==> config.mk <==
export PLATFORM = sky130hd
export DESIGN_NAME = flowthru_sram
export DESIGN_NICKNAME = d
export VERILOG_FILES = /design/src/rtl/flowthru_sram_pkg.sv /design/src/rtl/flowthru_burst_step.sv /design/src/rtl/flowthru_array.sv /design/src/rtl/flowthru_lane_merge.sv /design/src/rtl/flowthru_sram.sv
export SDC_FILE = /design/constraint.sdc
export NUM_CORES = 2
export LEC_CHECK = 0
export BUFFER_PORTS_ARGS = -buffer_cell sky130_fd_sc_hd__buf_4
export CAP_MARGIN = 40
export CORE_MARGIN = 2
export CORE_UTILIZATION = 39
export CTS_CLUSTER_SIZE = 40
export DETAILED_ROUTE_END_ITERATION = 8
export RECOVER_POWER = 100
export SETUP_SLACK_MARGIN = 0.05
export SLEW_MARGIN = 20
export SYNTH_ARGS = -nofsm -noshare
export SYNTH_HDL_FRONTEND = slang
export SYNTH_MEMORY_MAX_BITS = 65536
export SYNTH_SLANG_ARGS = --single-unit
export TNS_END_PERCENT = 50
==> constraint.sdc <==
create_clock -name clk -period 6.65 [get_ports clk]
set_input_delay 1.995 -clock clk [delete_from_list [all_inputs] [get_ports clk]]
set_output_delay 1.995 -clock clk [all_outputs]
set_load 0.01 [all_outputs]
==> src/rtl/flowthru_sram_pkg.sv <==
package flowthru_sram_pkg;
    localparam int LANE_W  = 9;
    localparam int LANES   = 2;
    localparam int WORD_W  = LANE_W * LANES;
    localparam int BURST_W = 2;
endpackage

==> src/rtl/flowthru_burst_step.sv <==
module flowthru_burst_step
    import flowthru_sram_pkg::*;
(
    input  logic [BURST_W-1:0] start,
    input  logic [BURST_W-1:0] count,
    input  logic               linear,
    output logic [BURST_W-1:0] offset
);
    always_comb begin
        if (linear) begin
            offset = start + count;
        end else begin
            offset = start ^ count;
        end
    end
endmodule

==> src/rtl/flowthru_array.sv <==
module flowthru_array #(
    parameter int ADDR_W = 8,
    parameter int LANES  = 2,
    parameter int LANE_W = 9
) (
    input  logic                     clk,
    input  logic                     wr_en,
    input  logic [ADDR_W-1:0]        wr_addr,
    input  logic [LANES-1:0]         wr_lanes,
    input  logic [LANES*LANE_W-1:0]  wr_data,
    input  logic [ADDR_W-1:0]        rd_addr,
    output logic [LANES*LANE_W-1:0]  rd_data
);
    localparam int DEPTH = 1 << ADDR_W;

    for (genvar g = 0; g < LANES; g++) begin : g_lane
        logic [LANE_W-1:0] cells [DEPTH];

        always_ff @(posedge clk) begin
            if (wr_en && wr_lanes[g]) begin
                cells[wr_addr] <= wr_data[g*LANE_W +: LANE_W];
            end
        end

        assign rd_data[g*LANE_W +: LANE_W] = cells[rd_addr];
    end
endmodule

==> src/rtl/flowthru_lane_merge.sv <==
module flowthru_lane_merge #(
    parameter int LANES  = 2,
    parameter int LANE_W = 9
) (
    input  logic [LANES*LANE_W-1:0] base,
    input  logic [LANES*LANE_W-1:0] upd,
    input  logic [LANES-1:0]        take,
    output logic [LANES*LANE_W-1:0] merged
);
    for (genvar g = 0; g < LANES; g++) begin : g_mrg
        assign merged[g*LANE_W +: LANE_W] =
            take[g] ? upd[g*LANE_W +: LANE_W] : base[g*LANE_W +: LANE_W];
    end
endmodule

==> src/rtl/flowthru_sram.sv <==
module flowthru_sram
    import flowthru_sram_pkg::*;
#(
    parameter int ADDR_W = 8
) (
    input  logic              clk,
    input  logic              rst_n,
    input  logic              cen_n,
    input  logic              ce1_n,
    input  logic              ce2,
    input  logic              ce3_n,
    input  logic              we_n,
    input  logic [LANES-1:0]  bw_n,
    input  logic              adv_ld,
    input  logic              burst_lin,
    input  logic [ADDR_W-1:0] addr,
    input  logic              oe_n,
    input  logic [WORD_W-1:0] dq_in,
    output logic [WORD_W-1:0] dq_out,
    output logic              dq_oe
);
    typedef struct packed {
        logic [ADDR_W-1:0]  base;
        logic [BURST_W-1:0] cnt;
        logic               bact;
        logic               bwr;
        logic               rd_valid;
        logic               wr_pend;
        logic [ADDR_W-1:0]  acc_addr;
        logic [LANES-1:0]   acc_bw;
        logic               buf_valid;
        logic [ADDR_W-1:0]  buf_addr;
        logic [LANES-1:0]   buf_bw;
        logic [WORD_W-1:0]  buf_data;
    } state_t;

    state_t st_d, st_q;

    logic               sel;
    logic [BURST_W-1:0] cnt_nxt;
    logic [BURST_W-1:0] step_lo;
    logic [WORD_W-1:0]  arr_rd;
    logic [WORD_W-1:0]  merged;
    logic               buf_hit;

    // Signals brought out for the bound checker.
    logic [ADDR_W-1:0]  cur_addr;
    logic               cur_rd;
    logic               cur_wr;
    logic               buf_vld;
    logic               burst_on;

    assign sel     = ~ce1_n & ce2 & ~ce3_n;
    assign cnt_nxt = st_q.cnt + BURST_W'(1);

    flowthru_burst_step u_step (
        .start  (st_q.base[BURST_W-1:0]),
        .count  (cnt_nxt),
        .linear (burst_lin),
        .offset (step_lo)
    );

    flowthru_array #(
        .ADDR_W (ADDR_W),
        .LANES  (LANES),
        .LANE_W (LANE_W)
    ) u_array (
        .clk      (clk),
        .wr_en    (~cen_n & st_q.buf_valid),
        .wr_addr  (st_q.buf_addr),
        .wr_lanes (st_q.buf_bw),
        .wr_data  (st_q.buf_data),
        .rd_addr  (st_q.acc_addr),
        .rd_data  (arr_rd)
    );

    assign buf_hit = st_q.buf_valid && (st_q.buf_addr == st_q.acc_addr);

    flowthru_lane_merge #(
        .LANES  (LANES),
        .LANE_W (LANE_W)
    ) u_merge (
        .base   (arr_rd),
        .upd    (st_q.buf_data),
        .take   (buf_hit ? st_q.buf_bw : '0),
        .merged (merged)
    );

    always_comb begin
        st_d = st_q;
        if (!cen_n) begin
            // Data phase of the write loaded at the previous enabled edge.
            st_d.buf_valid = st_q.wr_pend;
            if (st_q.wr_pend) begin
                st_d.buf_addr = st_q.acc_addr;
                st_d.buf_bw   = st_q.acc_bw;
                st_d.buf_data = dq_in;
            end
            st_d.acc_bw = ~bw_n;
            if (!adv_ld) begin
                st_d.base     = addr;
                st_d.cnt      = '0;
                st_d.bact     = sel;
                st_d.bwr      = ~we_n;
                st_d.acc_addr = addr;
                st_d.rd_valid = sel & we_n;
                st_d.wr_pend  = sel & ~we_n;
            end else if (st_q.bact) begin
                st_d.cnt      = cnt_nxt;
                st_d.acc_addr = {st_q.base[ADDR_W-1:BURST_W], step_lo};
                st_d.rd_valid = ~st_q.bwr;
                st_d.wr_pend  = st_q.bwr;
            end else begin
                st_d.rd_valid = 1'b0;
                st_d.wr_pend  = 1'b0;
            end
        end
    end

    always_ff @(posedge clk or negedge rst_n) begin
        if (!rst_n) begin
            st_q <= '0;
        end else begin
            st_q <= st_d;
        end
    end

    assign dq_out = st_q.rd_valid ? merged : '0;
    assign dq_oe  = st_q.rd_valid & ~oe_n;

    assign cur_addr = st_q.acc_addr;
    assign cur_rd   = st_q.rd_valid;
    assign cur_wr   = st_q.wr_pend;
    assign buf_vld  = st_q.buf_valid;
    assign burst_on = st_q.bact;
endmodule

Word level (Yosys, flattened, before mapping)
Memories as Yosys holds them, arrays and structs flattened.
Index checks and enable logic that the tools add are counted.

word-level totals
  flip-flop bits (word level) = 53
  bits in writable memories = 4608
  input bits = 38
  memories kept = 2

operators by class
  add/subtract/negate cells = 2
  eq/ne operators = 2
  mux-type cells = 14
  bitwise logic cells = 15
  reduce and logical (&&, ||, !) cells = 6

memories
  name                     depth  bits a word  rd ports  clocked after Yosys merged registers in  wr ports  RTL line              source
  u_array.g_lane[0].cells  256    9            1         0                                        1         flowthru_array.sv:17  logic [LANE_W-1:0] cells [DEPTH];
  u_array.g_lane[1].cells  256    9            1         0                                        1         flowthru_array.sv:17

operators with widths
  cell                 number
  $mux 18              1
  $mux 9               2
  $mux 10              1
  $mux 2               5
  $eq 8x8->1           1
  $mux 8               1
  $not 1->1            7
  $and 1x1->1          6
  $reduce_and 2->1     3
  $mux 1               4
  $logic_and 1x1->1    3
  $add 2x1->2 const B  1
  $add 2x2->2          1
  $ne 2x1->1 const B   1
  $not 2->2            1
  $xor 2x2->2          1

Logic depth before layout (Yosys ltp)
  depth in word-level cells = 5
  mapped depth = 14
  gate-level depth less buffers = 7

Cells and area by module
Synthesis repeated with hierarchy kept, for this count alone.

unflattened totals
  cells, all modules = 8713
  area, all modules = 182105.9 um^2

by module, submodules not included
  module               instances  cells each  area an instance (um^2)
  flowthru_array       1          8493        179345.8
  flowthru_sram        1          195         2429.8
  flowthru_lane_merge  1          20          292.8
  flowthru_burst_step  1          5           37.5

Least setup slack after synthesis
Ideal clock, no wire load.

  path type = register -> output
  start = reg st_q[12] (netlist name)
  end = out dq_out[12]
  data arrival time = 3817 ps
  data required time = 4655 ps
  setup slack = 838 ps
  stages on the path, launching flop included = 2
  cells stage by stage = dfrtp_1 a221o_1

on the way
  cells in the longest elaborated chain, start to end = 2

ends and longest elaborated chain
  element                 RTL line                   source
  start, declared         flowthru_sram.sv:37        state_t st_d, st_q;
  start signal, assigned  flowthru_sram.sv:124       st_q <= st_d;
  $mux 9                  flowthru_lane_merge.sv:12  take[g] ? upd[g*LANE_W +: LANE_W] : base[g*LANE_W +: LANE_W];
  $mux 18                 flowthru_sram.sv:128       assign dq_out = st_q.rd_valid ? merged : '0;
  end, declared           flowthru_sram.sv:19        output logic [WORD_W-1:0] dq_out,

No other way between the ends.

Worst setup path after layout
  start = reg st_q (netlist bit cur_addr[3])
  end = out dq_out[11]

on the way
  cells in the longest elaborated chain, start to end = 5

ends and longest elaborated chain
  element                                                RTL line
  branches (longest 3 deep; another with $mem_v2 256x9)  --
  $mux 9 *                                               flowthru_lane_merge.sv:12
  $mux 18 *                                              flowthru_sram.sv:128

Every way passes the cells marked *.

==> impl_results.md <==
- CTS Hold Bufs: 0
- WP data arrival: roughly 4.7 ns
- Sum of negative setup slack: -0.130 ns
- Sink Count: 4661
- Hold path cells: 2
- Antenna-violating nets left: 0
- Worst skew pair latency: just over 1 ns
- Final GP Congestion: between 0.9 and 1
- Crit start category: flip-flop
- Die height: ~690 µm
- #FFs+latches synth: roughly 4700
- Starting Density: about two fifths
- Req. time, crit path: between 4 and 5 ns
- Commonest cells post-synth: edfxtp_1, mux4_2, nor2_1
- Crit path max fanout: 20
- Total grt overflow: 0
- Total power: roughly 81 mW
- Synth top area cells: edfxtp_1, mux4_2, mux2i_1
- Hold_ws: 0.487 ns
- Final worst path period need: ~6.7 ns
- Port bufs: 56
- Cell area after synthesis: between 150000 and 200000 µm²
- Place WS: 0.274 ns
- Yosys cell types: 85
- Relative slew slack: -253%
- Primary FF master, synth: edfxtp_1
- Metal1 wirelength: 210 mm
- Final Skew: between 0.07 and 0.08 ns
- Core box area: about 460000 µm²
- Syn_area_per_cell: 20.9 µm²
- Final setup margin: -0.0779 ns
- Post-Syn Instances: about 8700
- Met2 WL: about 260 mm
- Area of the multi-input gates: between 30000 and 40000 µm²
- R2R cell count: 2
- FFs w/ async S/R, synth: approximately 1.1%
- DPL Wire Length: ~360 mm
- Peak supply drop: ~690 µV
- Fmax: about 150 MHz
- I/O pins: 57
- DRT iter0 DRCs: 15100
- Filler cells: around 39000
- Yosys Warn Count: 0
- Failing checks: capacitance limit, slew limit, setup timing
- Status: finished with violations
- Post-synth EDFFs: between 4000 and 5000
- Number of global-route vias before repair: roughly 95000
- Cell taking the most area after synthesis: edfxtp_1
- Register area: roughly 140000 µm²
- Total wire length: between 500 and 600 mm
- Vias: 98100
- # DRC: 0
- CP Capture Type: output pin
- Layout cells sized above 1: 24.1%
- Clock-pin slew on the worst setup and hold paths: 0.06 ns
- Row count: 250
- Clock root cell: clkbuf_16
- Cts bufs inserted: 451
- RSZ-0062 raised after global routing: true
- Top-count cell post-synth: edfxtp_1
- Antenna violations before repair: 37
- First-pass GRT wire length: 766 mm
- Worst Max-Slew Pin Slew: about 5.3 ns
- Layout Nets: approximately 9900
- Worst setup path category: reg2out
- Post-synth top area share: 76.2%
- Die ar.: approximately 470000 µm²
- Power Density: about 390 nW/µm²
- DR WL/cell: about 34 µm
- Max layer used: met5
- Final Cell Area: around 210000 µm²
- Cell Area, Placed: ~190000 µm²
- CTS tree: built
- Largest net degree at the start of global routing: 205
- Chip width: around 690 µm
- Drt first pass iters: 6
- Area Growth Syn to Fin: 16.0%
- H-tree depth reported by CTS: 5
- Final setup violation count: 3
- Global-route usage over all layers: a little under a quarter
- Clk buf depth: 4
- Worst hold-check path type: reg2reg
- Tcrit/Tclk final: 101%
- Met3 routed WL: between 60 and 70 mm
- Pleak: between 60 and 70 nW
- Number of max-cap violations: 71
- Via-per-instance ratio: approximately 6
- Net count after synthesis: around 9000
- Max-slew violation count: between 4000 and 5000
- Seq/Total Area, Yosys: between 70% and 80%
- Final hold vios: 0
-- worst paths after layout --
check	from	to	slack [ns]
max	cur_addr[3]	dq_out[11]	-0.08
min reg2reg	st_q[29]	st_q[29]	0.49
max reg2reg	st_q[6]	u_array.g_lane[0].cells[18][6]	0.24
min	st_q[29]	st_q[29]	0.49
min in group asynchronous	rst_n	st_q[52]	1.30
max in group asynchronous	rst_n	cur_addr[4]	2.54
-- through the flow --
stage / instances / util (%)
finish: 16400 / 45.4
global route: 16400 / 45.4
CTS: 16200 / 45.6
detailed placement: 15300 / 41.9
global placement: 15000 / 41.4
floorplan: 8702 / -
-- placed cells by master, fill, tap and decap left out, drive strengths merged, types with 12 or more instances in the layout --
cell type and instances:
a211oi 54, and2 14, a22oi 89, mux2i 492, edfxtp 4608, diode 21, a211o 12, o221ai 77
clkinvlp 23, inv 20, nand2 241, nor2 620, bufbuf 20, clkbuf 1161, a21oi 125, nor3 44
o211ai 15, a221oi 20, nor4 33, mux4 967, a2111oi 33, a22o 14, buf 568, mux2 61
o21ai 79, o22ai 190, bufinv 59, nand4 44, dfrtp 53, nor2b 17, a31oi 23, clkinv 200
nand3 85
-- final cells by class --
type	instances	area share, %
sequential	4661	66.3
multi-input combinational	3495	18.5
clock inverter	294	1.54
antenna	21	0.0249
timing repair buffer	1213	4.33
inverter	8	0.0255
tap	6174	3.67
clock buffer	538	5.56
-- kinds of logic (layout without fill, tap and decap cells) --
family                   count (synthesis)  in the layout  share of synthesized area (%)
XOR/XNOR                                11             11                         0.0531
other                                    0             21                              0
adder cells (fa/ha/maj)                  1              1                        0.00689
AND/OR/NAND/NOR                       1164           1165                           2.78
multiplexers                          1520           1520                           15.1
buffers and inverters                  547           2053                           2.04
flip-flops                            4661           4661                           76.9
AO/OA/AOI/OAI                          798            798                           3.03
-- critical path: stages (launching register included) --
cell and delay, ns:
dfrtp_4 0.59, buf_4 0.31, nor3_2 0.12, buf_6 0.20, nand2_1 0.57, a21oi_1 0.08
a21oi_1 0.55, nand4_1 0.44, nor2_1 0.31, a211o_1 0.30, clkbuf_1 0.19
-- flip-flops by register name, summed over array words and instances (netlist names) --
signal	count
buf_vld	1
burst_on	1
cur_addr	8
cur_rd	1
cur_wr	1
st_q	41
u_array.g_lane.cells	4608
-- per-layer routing --
metal / vias to the layer above / GRT usage, %
met2: 6270 / 36.5
met5: - / 0
li1: 38600 / -
met1: 52000 / 31.4
met4: 12 / 9.33
met3: 1143 / 4.63
-- power breakdown --
group          total [mW]  switching [mW]  internal [mW]
Combinational        17.9            12.2           5.69
Sequential           37.3           0.649           36.6
Clock                26.1            11.2           14.9
-- what timing repair did --
action | CTS | global route
gates resized for setup | 224 | 44
cloned | 21 | 9
setup buffers | 55 | 37
setup endpoints to repair | 18 | 15
pin swaps | 28 | 19
Power figures use the tool's default switching activity.
